--- src/rtl/dec16_pkg.sv ---
package dec16_pkg;

  localparam int REG_W = 5;

  typedef enum logic [1:0] {OP_ADD = 2'd0, OP_SUB = 2'd1, OP_MUL = 2'd2} aluOp_e;
  typedef enum logic [2:0] {DST_NONE, DST_RT3, DST_RD3, DST_R5, DST_RT4} dstSel_e;
  typedef enum logic [2:0] {SA_NONE, SA_SP, SA_RS3, SA_R5, SA_RS4} srcASel_e;
  typedef enum logic [1:0] {SB_NONE, SB_RT3, SB_RT4} srcBSel_e;
  typedef enum logic [1:0] {IMM_NONE, IMM_SP6, IMM_U3, IMM_S4} immSel_e;

  typedef struct packed {
    dstSel_e  dst;
    srcASel_e srcA;
    srcBSel_e srcB;
    immSel_e  imm;
    aluOp_e   op;
    logic     wr;
    logic     excMis;
    logic     excRsv;
  } decStrobe_t;

  // 3-bit code: 0..3 -> 16..19, 4..7 -> 4..7
  function automatic logic [REG_W-1:0] expand3(input logic [2:0] code);
    return code[2] ? {2'b00, code} : {2'b10, code};
  endfunction

  // 4-bit code: 0..3 -> 8..11, 4..7 -> 4..7, 8..15 -> 16..23
  function automatic logic [REG_W-1:0] expand4(input logic [3:0] code);
    if (code[3])      return {2'b10, code[2:0]};
    else if (code[2]) return {1'b0, code};
    else              return {2'b01, code[2:0]};
  endfunction

endpackage

--- src/rtl/dec16_ctrl.sv ---
module dec16_ctrl
  import dec16_pkg::*;
#(
  parameter logic [5:0] OPC_SP     = 6'b011100,
  parameter logic [5:0] OPC_ADDI   = 6'b100100,
  parameter logic [5:0] OPC_ADDSUB = 6'b101100,
  parameter logic [5:0] OPC_4X4    = 6'b111100
) (
  input  logic [15:0] instr,
  input  logic        addrLsb,
  output decStrobe_t  strb
);

  logic [5:0] majorOpc;
  logic [1:0] subOp4;
  logic       unusedBits;

  assign majorOpc   = instr[15:10];
  assign subOp4     = {instr[8], instr[3]};
  assign unusedBits = ^{instr[4], instr[2:1]};

  always_comb begin
    strb = '{dst: DST_NONE, srcA: SA_NONE, srcB: SB_NONE, imm: IMM_NONE,
             op: OP_ADD, wr: 1'b0, excMis: 1'b0, excRsv: 1'b0};
    if (addrLsb) begin
      strb.excMis = 1'b1;
    end else begin
      case (majorOpc)
        OPC_SP: begin
          if (!instr[6]) begin
            strb.dst  = DST_RT3;
            strb.srcA = SA_SP;
            strb.imm  = IMM_SP6;
            strb.wr   = 1'b1;
          end else begin
            strb.excRsv = 1'b1;
          end
        end
        OPC_ADDI: begin
          if (!instr[3]) begin
            strb.dst  = DST_RT3;
            strb.srcA = SA_RS3;
            strb.imm  = IMM_U3;
            strb.wr   = 1'b1;
          end else if (instr[9:5] != '0) begin
            strb.dst  = DST_R5;
            strb.srcA = SA_R5;
            strb.imm  = IMM_S4;
            strb.wr   = 1'b1;
          end
        end
        OPC_ADDSUB: begin
          strb.dst  = DST_RD3;
          strb.srcA = SA_RS3;
          strb.srcB = SB_RT3;
          strb.op   = instr[0] ? OP_SUB : OP_ADD;
          strb.wr   = 1'b1;
        end
        OPC_4X4: begin
          case (subOp4)
            2'b00, 2'b10: begin
              strb.dst  = DST_RT4;
              strb.srcA = SA_RS4;
              strb.srcB = SB_RT4;
              strb.op   = subOp4[1] ? OP_MUL : OP_ADD;
              strb.wr   = 1'b1;
            end
            default: strb.excRsv = 1'b1;
          endcase
        end
        default: ;
      endcase
    end
  end

endmodule

--- src/rtl/dec16_dpath.sv ---
module dec16_dpath
  import dec16_pkg::*;
#(
  parameter int XLEN   = 32,
  parameter int SP_IDX = 29,
  parameter int RT_LSB = 7,
  parameter int RS_LSB = 4,
  parameter int RD_LSB = 1
) (
  input  logic             clk,
  input  logic             rstN,
  input  logic             inValid,
  input  logic [9:0]       fieldBits,
  input  logic [XLEN-1:0]  fetchAddr,
  input  decStrobe_t       strb,
  output logic             outValid,
  output logic [REG_W-1:0] dstIdx,
  output logic [REG_W-1:0] srcAIdx,
  output logic [REG_W-1:0] srcBIdx,
  output logic [1:0]       aluOp,
  output logic [XLEN-1:0]  immVal,
  output logic             useImm,
  output logic             wrEn,
  output logic             excMisalign,
  output logic             excReserved,
  output logic [XLEN-1:0]  badAddr
);

  localparam logic [REG_W-1:0] SP_REG = REG_W'(SP_IDX);

  logic [2:0]       rt3, rs3, rd3;
  logic [3:0]       rt4, rs4;
  logic [REG_W-1:0] r5;
  logic [REG_W-1:0] dstNxt, srcANxt, srcBNxt;
  logic [XLEN-1:0]  immNxt, badNxt;

  assign rt3 = fieldBits[RT_LSB +: 3];
  assign rs3 = fieldBits[RS_LSB +: 3];
  assign rd3 = fieldBits[RD_LSB +: 3];
  assign rt4 = {fieldBits[9], fieldBits[7:5]};
  assign rs4 = {fieldBits[4], fieldBits[2:0]};
  assign r5  = fieldBits[9:5];

  always_comb begin
    case (strb.dst)
      DST_RT3: dstNxt = expand3(rt3);
      DST_RD3: dstNxt = expand3(rd3);
      DST_R5:  dstNxt = r5;
      DST_RT4: dstNxt = expand4(rt4);
      default: dstNxt = '0;
    endcase
    case (strb.srcA)
      SA_SP:   srcANxt = SP_REG;
      SA_RS3:  srcANxt = expand3(rs3);
      SA_R5:   srcANxt = r5;
      SA_RS4:  srcANxt = expand4(rs4);
      default: srcANxt = '0;
    endcase
    case (strb.srcB)
      SB_RT3:  srcBNxt = expand3(rt3);
      SB_RT4:  srcBNxt = expand4(rt4);
      default: srcBNxt = '0;
    endcase
    case (strb.imm)
      IMM_SP6: immNxt = XLEN'({fieldBits[5:0], 2'b00});
      IMM_U3:  immNxt = XLEN'({fieldBits[2:0], 2'b00});
      IMM_S4:  immNxt = XLEN'($signed({fieldBits[4], fieldBits[2:0]}));
      default: immNxt = '0;
    endcase
    badNxt = strb.excMis ? fetchAddr : '0;
  end

  always_ff @(posedge clk or negedge rstN) begin
    if (!rstN) begin
      outValid    <= 1'b0;
      dstIdx      <= '0;
      srcAIdx     <= '0;
      srcBIdx     <= '0;
      aluOp       <= '0;
      immVal      <= '0;
      useImm      <= 1'b0;
      wrEn        <= 1'b0;
      excMisalign <= 1'b0;
      excReserved <= 1'b0;
      badAddr     <= '0;
    end else begin
      outValid <= inValid;
      if (inValid) begin
        dstIdx      <= dstNxt;
        srcAIdx     <= srcANxt;
        srcBIdx     <= srcBNxt;
        aluOp       <= strb.op;
        immVal      <= immNxt;
        useImm      <= (strb.imm != IMM_NONE);
        wrEn        <= strb.wr;
        excMisalign <= strb.excMis;
        excReserved <= strb.excRsv;
        badAddr     <= badNxt;
      end
    end
  end


  valid_delay_chk: assert property (@(posedge clk) disable iff (!rstN)
    outValid == $past(inValid));


  hold_when_idle_chk: assert property (@(posedge clk) disable iff (!rstN)
    !inValid |=> $stable(dstIdx) && $stable(immVal) && $stable(wrEn) && $stable(badAddr));


  misalign_capture_chk: assert property (@(posedge clk) disable iff (!rstN)
    inValid && fetchAddr[0] |=> excMisalign && !excReserved && !wrEn
                                && badAddr == $past(fetchAddr));


  single_exc_chk: assert property (@(posedge clk) disable iff (!rstN)
    $onehot0({excMisalign, excReserved}));


  reserved_no_write_chk: assert property (@(posedge clk) disable iff (!rstN)
    excReserved |-> !wrEn);


  no_zero_write_chk: assert property (@(posedge clk) disable iff (!rstN)
    wrEn |-> dstIdx != '0);


  mul_two_reg_chk: assert property (@(posedge clk) disable iff (!rstN)
    aluOp == 2'd2 |-> !useImm && dstIdx == srcBIdx);

endmodule

--- src/rtl/dec16_arith.sv ---
module dec16_arith
  import dec16_pkg::*;
#(
  parameter int         XLEN       = 32,
  parameter int         SP_IDX     = 29,
  parameter int         RT_LSB     = 7,
  parameter int         RS_LSB     = 4,
  parameter int         RD_LSB     = 1,
  parameter logic [5:0] OPC_SP     = 6'b011100,
  parameter logic [5:0] OPC_ADDI   = 6'b100100,
  parameter logic [5:0] OPC_ADDSUB = 6'b101100,
  parameter logic [5:0] OPC_4X4    = 6'b111100
) (
  input  logic            clk,
  input  logic            rstN,
  input  logic            inValid,
  input  logic [15:0]     instr,
  input  logic [XLEN-1:0] fetchAddr,
  output logic            outValid,
  output logic [4:0]      dstIdx,
  output logic [4:0]      srcAIdx,
  output logic [4:0]      srcBIdx,
  output logic [1:0]      aluOp,
  output logic [XLEN-1:0] immVal,
  output logic            useImm,
  output logic            wrEn,
  output logic            excMisalign,
  output logic            excReserved,
  output logic [XLEN-1:0] badAddr
);

  decStrobe_t strb;

  dec16_ctrl #(
    .OPC_SP(OPC_SP), .OPC_ADDI(OPC_ADDI),
    .OPC_ADDSUB(OPC_ADDSUB), .OPC_4X4(OPC_4X4)
  ) u_ctrl (
    .instr   (instr),
    .addrLsb (fetchAddr[0]),
    .strb    (strb)
  );

  dec16_dpath #(
    .XLEN(XLEN), .SP_IDX(SP_IDX),
    .RT_LSB(RT_LSB), .RS_LSB(RS_LSB), .RD_LSB(RD_LSB)
  ) u_dpath (
    .clk         (clk),
    .rstN        (rstN),
    .inValid     (inValid),
    .fieldBits   (instr[9:0]),
    .fetchAddr   (fetchAddr),
    .strb        (strb),
    .outValid    (outValid),
    .dstIdx      (dstIdx),
    .srcAIdx     (srcAIdx),
    .srcBIdx     (srcBIdx),
    .aluOp       (aluOp),
    .immVal      (immVal),
    .useImm      (useImm),
    .wrEn        (wrEn),
    .excMisalign (excMisalign),
    .excReserved (excReserved),
    .badAddr     (badAddr)
  );

endmodule

--- config.mk ---
export PLATFORM = sky130hd
export DESIGN_NAME = dec16_arith
export DESIGN_NICKNAME = d
export VERILOG_FILES = /design/src/rtl/dec16_pkg.sv /design/src/rtl/dec16_ctrl.sv /design/src/rtl/dec16_dpath.sv /design/src/rtl/dec16_arith.sv
export SDC_FILE = /design/constraint.sdc
export NUM_CORES = 1
export LEC_CHECK = 0
export ABC_AREA = 1
export BUFFER_PORTS_ARGS = -buffer_cell sky130_fd_sc_hd__buf_2
export CAP_MARGIN = 20
export CORE_MARGIN = 5
export CORE_UTILIZATION = 48
export CTS_CLUSTER_DIAMETER = 60
export DETAILED_ROUTE_END_ITERATION = 12
export PLACE_DENSITY = 0.92
export REMOVE_ABC_BUFFERS = 1
export SLEW_MARGIN = 15
export SYNTH_ARGS = -nofsm -noshare
export SYNTH_HDL_FRONTEND = slang
export SYNTH_HIERARCHICAL = 1
export SYNTH_SLANG_ARGS = --single-unit
export TNS_END_PERCENT = 50
--- constraint.sdc ---
create_clock -name clk -period 0.97 [get_ports clk]
set_input_delay 0.0485 -clock clk [delete_from_list [all_inputs] [get_ports clk]]
set_output_delay 0.0485 -clock clk [all_outputs]
set_load 0.01 [all_outputs]
==> impl_metrics.json, run 1 <==
{
  "place.gp.congestion": 0.910,
  "syn-mean-instance-area_um2": 7.77,
  "crit_fanout": 4,
  "wl_per_cell_um": 16.7,
  "skew_ns": 0,
  "critical_path_arrival_ns": 1.47,
  "fillers": 452,
  "start_util_pct": 49.1,
  "netlist_area_um2": 3320,
  "htreeDepth": 3,
  "p_leak_nw": 2.86,
  "rsz0062_at_grt": "yes",
  "root_buffer": "clkbuf_8",
  "numClockSinks": 63,
  "hold_slack_ns": 0.0257,
  "slew_violations": 0,
  "timing.final.ws_setup_ns": -0.280,
  "drc": 0,
  "portBuffers": 136,
  "cts_tree": "yes",
  "antenna_left": 0,
  "hold_violations": 0,
  "drtPass1Iterations": 7,
  "path_buf_inv": 3,
  "clk_latency_ns": 0.33,
  "rows": 30,
  "seq_area_um2": 1580,
  "antenna_found_initial": 0,
  "die_area_um2": 8670,
  "fin_nets": 657,
  "critical_path_required_ns": 1.19,
  "crit_path_cell_trace": "buf_2 -> nor2_2 -> nand4_1 -> nand2_2 -> nand2_2 -> nand2_4 -> inv_6 -> buf_4 -> nand4_1 -> nand2_1 -> o21ai_2 -> nand2_1",
  "total_power_w": 0.00645,
  "violations": "setup timing",
  "die_h_um": 93.1,
  "ioPinCount": 137,
  "setup.worst_path.start": "instr[6]",
  "fin_crit_sh_pct": 129,
  "critPathSlowestCell": "nor2_2",
  "cap_violations": 0,
  "drt_iter0_drc": 298,
  "core_um2": 6760,
  "grt_max_degree": 64,
  "grtUsageTotal_pct": 24.1,
  "overflow": 0,
  "numCtsBuffers": 9,
  "dieWidth_um": 93.1,
  "crit_family": "simple AND/OR/NAND/NOR gates",
  "tightestPinTransition_ns": 0.372,
  "cts.clk_slew.worst_paths_ns": 0.07,
  "drt_wl_total_um": 11600,
  "yosysSeqAreaShare_pct": 47.5,
  "final_area_um2": 5080,
  "setup_viol": 47,
  "dp_hpwl_um": 6770,
  "routed-via-count": 3786,
  "ys_ff_latch": 63,
  "min-delay-start": "instr[1]",
  "peakVddDrop_uv": 1050,
  "area_growth_pct": 53.2,
  "worst_setup_path_start_kind": "input port",
  "r2r-start": "u_dpath/srcBIdx[1]",
  "drive_above_1_share_pct": 44.2,
  "placed_area_um2": 4080,
  "grt_pass1_vias": 3502,
  "criticalPathCategory": "in2reg",
  "multi_input_area_um2": 1610,
  "cts.path.max_buffers": 2,
  "min_period_ns": 1.25,
  "viasPerCell": 5.49,
  "syn_inst": 427,
  "clock.fmax_mhz": 800,
  "slew_headroom_pct": 75.2,
  "power_density_nw_per_um2": 1270,
  "ys_types": 30,
  "end_kind": "register",
  "yosys_warnings": 6,
  "status": "finished with violations",
  "critPathMaxStageDelay_ns": 0.19,
  "grt_pass1_wl_um": 16700,
  "hp-class": "in2reg",
  "final_util_pct": 75.2
}
## synthesized netlist by cell type, drive strengths merged
library cell | instances | area (um^2)
nor3b | 2 | 25.0
o31ai | 2 | 15.0
a21oi | 9 | 45.0
dfrtp | 63 | 1580
nand4 | 10 | 62.6
nand2 | 157 | 594
ha | 2 | 25.0
a31oi | 1 | 6.26
nor2 | 30 | 145
clkbuf | 5 | 18.8
o21bai | 1 | 7.51
buf | 40 | 278
nor3 | 2 | 15.0
nand3 | 54 | 275
o22ai | 1 | 6.26
inv | 28 | 105
o21ai | 16 | 80.1
nand3b | 2 | 18.8
a22o | 2 | 17.5
## routing by layer
layer  track usage, %  wire (um)  vias up
li1                 -          -     1703
met1             28.9       4430     1816
met2             42.8       5830      223
met3             5.87        986       44
met4             6.96        314        0
met5                0          0        -
## timing repair
action	4_1_cts	5_1_grt
hold endpoints to repair	95	0
setup endpoints to repair	48	53
gates cloned	0	0
gates resized for setup	50	59
hold buffers	33	0
setup buffers	4	6
pin swaps	24	23
## cell type report
cell class	instances	share of cell area (%)
inverters	28	2.66
clock inverters	6	1.65
well taps	80	1.97
flip-flops and latches	63	31.0
repair buffers	211	28.5
diodes	1	0.0492
multi-input cells	291	31.7
clock buffers	10	2.51
## sequential cells by signal (all words and copies together), names as in the netlist
signal               count
u_dpath/excReserved      1
u_dpath/badAddr         32
u_dpath/excMisalign      1
u_dpath/outValid         1
u_dpath/srcBIdx          5
u_dpath/dstIdx           5
u_dpath/srcAIdx          5
u_dpath/immVal           9
u_dpath/aluOp            2
u_dpath/useImm           1
u_dpath/wrEn             1
## stage by stage
step	cells	setup TNS (ns)	worst slack, ns
after floorplan	382	-30.01	-1.03
after global placement	630	-9.99	-0.439
after detailed placement	630	-12.17	-0.528
after CTS	683	-4.09	-0.128
after global routing	689	-8.01	-0.329
final	690	-5.98	-0.280
## placed cells by master, fill, tap and decap left out, drive strengths merged, types with 3 or more instances in the layout
master       count
nand4           10
a21oi            9
nand3           54
inv             29
clkinv           3
o21ai           16
dlygate4sd3     33
buf            178
clkbuf          10
nor2            30
nand2          157
dfrtp           63
## final timing paths
path / end / depth (start not counted) / slack [ns]
max: u_dpath/dstIdx[2] / 12 / -0.28
min: u_dpath/immVal[1] / 3 / 0.03
max reg2reg: u_dpath/srcBIdx[1] / 1 / 0.23
min reg2reg: u_dpath/aluOp[0] / 2 / 0.47
max in group asynchronous: u_dpath/outValid / 3 / 0.45
min in group asynchronous: u_dpath/badAddr[10] / 3 / 0.24
## report_power, final
| part | switching (W) | internal, W | total (W) |
|---|---|---|---|
| logic | 0.000651 | 0.000493 | 0.00114 |
| clock network | 0.00103 | 0.00144 | 0.00247 |
| registers | 0.0000747 | 0.00276 | 0.00284 |
| total | 0.00176 | 0.00470 | 0.00645 |
## kinds of logic after synthesis
group	Yosys count	share of synthesized area (%)
adder cells (fa/ha/maj)	2	0.754
flip-flops	63	47.5
AO/OA/AOI/OAI	32	5.36
buffers and inverters	73	12.1
AND/OR/NAND/NOR	257	34.3
Note: power is estimated with default switching activity, not from simulation.
==> run 2: changes to the inputs <==
- ABC_AREA: 1 -> not set
==> impl_metrics.json, run 2 <==
{
  "fin_crit_sh_pct": 160,
  "hold_violations": 0,
  "status": "finished with violations",
  "critical_path_arrival_ns": 1.75,
  "cts.path.max_buffers": 2,
  "power_switching_w": 0.00161,
  "fillers": 481,
  "p_comb_share_pct": 16.0,
  "regMostFlops": "u_dpath/badAddr",
  "antenna_left": 0,
  "synthMostInstantiatedCell": "dfrtp_1",
  "viasPerCell": 5.17,
  "yosysSeqAreaShare_pct": 48.4,
  "top_regs": "u_dpath/badAddr: 32 flops, u_dpath/immVal: 9 flops",
  "synth_top_cell_area_share_pct": 48.4,
  "grtUsageTotal_pct": 22.7,
  "dp_hpwl_um": 6190,
  "r2r-start": "u_dpath/immVal[30]",
  "place.gp.congestion": 0.793,
  "syn-mean-instance-area_um2": 9.23,
  "die_h_um": 92.4,
  "routed-via-count": 3203,
  "clk_latency_ns": 0.32,
  "clkPwrFrac_pct": 37.6,
  "grt_pass1_wl_um": 15400,
  "crit_fanout": 5,
  "die_area_um2": 8530,
  "min_period_ns": 1.55,
  "internal_power_w": 0.00455,
  "p_leak_nw": 2.42,
  "numClockSinks": 63,
  "yosys_warnings": 6,
  "seqPwrFrac_pct": 46.4,
  "fin_tns_setup_ns": -14.38,
  "grt_pass1_vias": 3188,
  "antennaDiodeCount": 0,
  "dp_cells": 567,
  "drtPass1Iterations": 5,
  "min-delay-start": "instr[1]",
  "final_common_cell": "buf_2",
  "cts.clk_slew.worst_paths_ns": 0.07,
  "skew_ns": 0,
  "worst_setup_path_start_kind": "input port",
  "ys_ff_latch": 63,
  "drt_iter0_drc": 225,
  "critical_path_required_ns": 1.17,
  "final_cells": 619,
  "cts_tree": "yes",
  "ys_types": 46,
  "root_buffer": "clkbuf_8",
  "cap_violations": 0,
  "seq_area_um2": 1580,
  "setup.worst_path.start": "instr[11]",
  "synth_commonest_cells": "dfrtp_1 (63), inv_1 (46), nand3_1 (36)",
  "synth_area_leader_cell": "dfrtp_1",
  "tightestPinTransition_ns": 0.388,
  "slew_headroom_pct": 74.1,
  "rsz0062_at_grt": "yes",
  "synth_edf_count": 0,
  "swShare_pct": 26.1,
  "grt_max_degree": 64,
  "criticalPathCategory": "in2reg",
  "multi_input_area_um2": 1350,
  "drive_above_1_share_pct": 43.2,
  "clock.fmax_mhz": 644,
  "setup_viol": 51,
  "drc": 0,
  "synthFlopType": "dfrtp_1",
  "core_um2": 6680,
  "timing.final.ws_setup_ns": -0.584,
  "power_density_nw_per_um2": 1260,
  "area_growth_pct": 49.5,
  "antenna_found_initial": 0,
  "violations": "setup timing",
  "rows": 30,
  "async_flop_share_pct": 100,
  "slew_violations": 0,
  "overflow": 0,
  "synth_area_leaders": "dfrtp_1 (48%), buf_4 (5.8%), nand3_1 (5.5%)",
  "most-common-layout-cells": "buf_2 (133), dfrtp_1 (63), inv_1 (46)",
  "hp-class": "in2reg",
  "dieWidth_um": 92.4,
  "largest_reg_flops": 32,
  "syn_inst": 353,
  "htreeDepth": 3,
  "numCtsBuffers": 9,
  "drt_wl_total_um": 9750,
  "end_kind": "register",
  "ioPinCount": 137,
  "peakVddDrop_uv": 827,
  "netlist_area_um2": 3260,
  "wl_per_cell_um": 15.8,
  "portBuffers": 136,
  "fin_nets": 588,
  "start_util_pct": 48.7
}
run 2: per-layer routing:
layer / global-route usage [%] / share of wire, %
met5: 0 / 0
met4: 6.31 / 1.7
met3: 4.55 / 8.1
met2: 40.8 / 51
met1: 27.6 / 39
run 2: worst max-delay path: stages:
cell     delay, ns
buf_6         0.10
nor3b_4       0.24
nand3_2       0.11
or3_4         0.37
a21oi_2       0.17
buf_6         0.14
mux2_4        0.29
a32oi_1       0.19
a21oi_1       0.09
run 2: worst paths after layout:
| check | end | slack (ns) | cells past startpoint |
|---|---|---|---|
| worst min-delay path | u_dpath/immVal[1] | 0.04 | 3 |
| worst max register to register | u_dpath/immVal[30] | 0.17 | 1 |
| max in group asynchronous | u_dpath/srcAIdx[0] | 0.43 | 3 |
| worst min register to register | u_dpath/srcAIdx[4] | 0.48 | 1 |
| worst max-delay path | u_dpath/srcAIdx[1] | -0.58 | 9 |
| min in group asynchronous | u_dpath/excReserved | 0.25 | 3 |
run 2: repair_timing:
action,CTS,global route
hold buffers,33,0
gates resized for setup,23,14
setup endpoints to repair,52,53
endpoints found under the hold margin,95,0
setup buffers,1,4
pin swaps,19,7
run 2: area by class of cell:
class | instances | share of cell area (%)
Clock inverter | 3 | 0.874
Tap cell | 80 | 2.06
Clock buffer | 12 | 3.19
Sequential cell | 63 | 32.4
Inverter | 46 | 3.55
Multi-Input combinational cell | 197 | 27.7
Timing Repair Buffer | 218 | 30.3
run 2: power by group through the flow:
stage	registers (W)	logic [W]	clock network, W
3_5_place_dp	0.00291	0.000841	0
2_1_floorplan	0.00298	0.000188	0
4_1_cts	0.00286	0.000961	0.00237
5_1_grt	0.00287	0.00108	0.00250
3_3_place_gp	0.00289	0.000814	0
6_report	0.00286	0.000986	0.00231
run 2: through the flow:
step	hold WS [ns]	instance area (um^2)	worst slack [ns]	power [W]	utilization [%]
floorplan	-0.247	2960	-1.20	0.00317	-
global placement	0.0779	4120	-0.895	0.00371	61.7
detailed placement	0.0873	4120	-0.989	0.00375	61.7
CTS	0.0199	4750	-0.540	0.00619	71.1
global route	0.0478	4870	-0.648	0.00646	72.9
finish	0.0430	4870	-0.584	0.00615	72.9
run 2: kinds of logic after synthesis:
family                     after synthesis  share of synthesized area (%)
xor gates and xnor gates                 1                          0.269
DFF                                     63                           48.4
muxes                                   15                           4.92
buffers and inverters                   93                           14.4
and+or+nand+nor                         92                           16.1
AOI/OAI and AO/OA                       87                           15.2
adders and majority gates                2                          0.768
==> run 3: changes to the inputs <==
- HOLD_SLACK_MARGIN: not set -> 0.15
==> impl_metrics.json, run 3 (synthesized netlist as in run 2, its figures left out) <==
{
  "drc": 0,
  "power_switching_w": 0.00169,
  "dp_hpwl_um": 6190,
  "start_util_pct": 48.7,
  "skew_ns": 0,
  "rsz0062_at_grt": "yes",
  "seqPwrFrac_pct": 45.6,
  "core_um2": 6680,
  "dieWidth_um": 92.4,
  "area_growth_pct": 59.5,
  "fin_nets": 608,
  "overflow": 0,
  "grt_pass1_wl_um": 16200,
  "criticalPathCategory": "in2reg",
  "ioPinCount": 137,
  "die_area_um2": 8530,
  "swShare_pct": 26.9,
  "grt_pass1_vias": 3361,
  "hp-class": "in2reg",
  "end_kind": "register",
  "wl_per_cell_um": 18.2,
  "antenna_left": 0,
  "most-common-layout-cells": "buf_2 (122), dfrtp_1 (62), dlygate4sd3_1 (46), inv_1 (46), buf_4 (42)",
  "hold_violations": 0,
  "total_power_w": 0.00628,
  "min_period_ns": 1.70,
  "grtUsageTotal_pct": 24.0,
  "internal_power_w": 0.00459,
  "cap_violations": 0,
  "cts.path.max_buffers": 2,
  "fin_crit_sh_pct": 175,
  "critical_path_arrival_ns": 1.92,
  "antennaDiodeCount": 0,
  "numCtsBuffers": 9,
  "drive_above_1_share_pct": 43.8,
  "rows": 30,
  "clock.fmax_mhz": 587,
  "critical_path_required_ns": 1.19,
  "worst_setup_path_start_kind": "input port",
  "slew_violations": 0,
  "clkPwrFrac_pct": 37.5,
  "portBuffers": 136,
  "violations": "setup timing",
  "power_density_nw_per_um2": 1210,
  "peakVddDrop_uv": 1130,
  "numClockSinks": 63,
  "htreeDepth": 3,
  "grt_max_degree": 64,
  "cts_tree": "yes",
  "routed-via-count": 3507,
  "status": "finished with violations",
  "slew_headroom_pct": 74.5,
  "setup_viol": 52,
  "place_ws_ns": -0.989,
  "cts.clk_slew.worst_paths_ns": 0.07,
  "regMostFlops": "u_dpath/badAddr",
  "viasPerCell": 5.49,
  "place.gp.congestion": 0.793,
  "timing.final.ws_setup_ns": -0.732,
  "die_h_um": 92.4,
  "tightestPinTransition_ns": 0.382,
  "largest_reg_flops": 32,
  "top_regs": "u_dpath/badAddr: 32 flops, u_dpath/immVal: 9 flops",
  "p_leak_nw": 2.54,
  "p_comb_share_pct": 17.0,
  "crit_fanout": 6,
  "final_util_pct": 77.8,
  "clk_latency_ns": 0.34,
  "root_buffer": "clkbuf_8",
  "drt_wl_total_um": 11600,
  "drtPass1Iterations": 6,
  "antenna_found_initial": 0,
  "drt_iter0_drc": 274,
  "final_common_cell": "buf_2"
}
run 3: cell types whose count changed in the layout (fill, tap and decap cells not counted), moves of 2 or more:
cell	delta
buf_4	+3
clkbuf_16	+2
buf_2	-11
dlygate4sd3_1	+13
buf_6	+13
mux2i_1	-2
run 3: power by group through the flow:
| stage | logic (W) | registers (W) | clock network [W] |
|---|---|---|---|
| floorplan | 0.000188 | 0.00298 | 0 |
| global placement | 0.000814 | 0.00289 | 0 |
| detailed placement | 0.000841 | 0.00291 | 0 |
| CTS | 0.00100 | 0.00286 | 0.00237 |
| global route | 0.00115 | 0.00288 | 0.00251 |
| finish | 0.00106 | 0.00286 | 0.00235 |
run 3: final timing paths:
check                                   startpoint                  end  slack [ns]  depth (start not counted)
worst max-delay path                     instr[14]    u_dpath/dstIdx[1]       -0.73                         11
worst min-delay path                       inValid  u_dpath/excReserved        0.17                          2
worst max register to register  u_dpath/immVal[30]   u_dpath/immVal[30]        0.12                          1
worst min register to register  u_dpath/srcAIdx[0]   u_dpath/srcAIdx[0]        0.49                          1
max in group asynchronous                     rstN   u_dpath/immVal[30]        0.42                          3
min in group asynchronous                     rstN  u_dpath/excReserved        0.23                          3
run 3: what timing repair did:
| item | in CTS | in global routing |
|---|---|---|
| pin swaps | 19 | 11 |
| resized for setup | 23 | 36 |
| setup endpoints to repair | 52 | 54 |
| cloned | 0 | 4 |
| hold buffers | 45 | 1 |
| hold endpoints to repair | 110 | 3 |
| buffers inserted | 1 | 8 |
run 3: metal layers:
layer | wire length, um | GRT usage (%) | vias to the layer above
li1 | - | - | 1582
met1 | 4300 | 28.6 | 1630
met2 | 5770 | 42.1 | 235
met3 | 1070 | 5.85 | 60
met4 | 468 | 8.66 | 0
met5 | 0 | 0 | -
run 3: final cells by class:
class / instances / area [um^2]
clock buffers: 12 / 155
flip-flops and latches: 63 / 1580
clock inverters: 3 / 42.5
inverters: 46 / 173
fillers: 433 / 1490
multi-input cells: 197 / 1380
well taps: 80 / 100
repair buffers: 238 / 1770
run 3: critical path, stage by stage:
cell and delay (ns):
buf_2 0.10, and2b_1 0.21, buf_4 0.12, and2_1 0.16, nand3b_1 0.20, a21oi_4 0.26
buf_6 0.18, mux2i_4 0.24, a211oi_2 0.10, a21oi_1 0.19, a21oi_1 0.11
run 3: per-stage QoR:
step                cell area, um^2  instances  hold slack [ns]  TNS (ns)
finish                         5200        639            0.169    -18.56
global route                   5200        639            0.167    -21.32
CTS                            4870        627            0.151    -12.84
detailed placement             4120        567           0.0873    -23.68
global placement               4120        567           0.0779    -20.87
floorplan                      2960        306           -0.247    -37.56
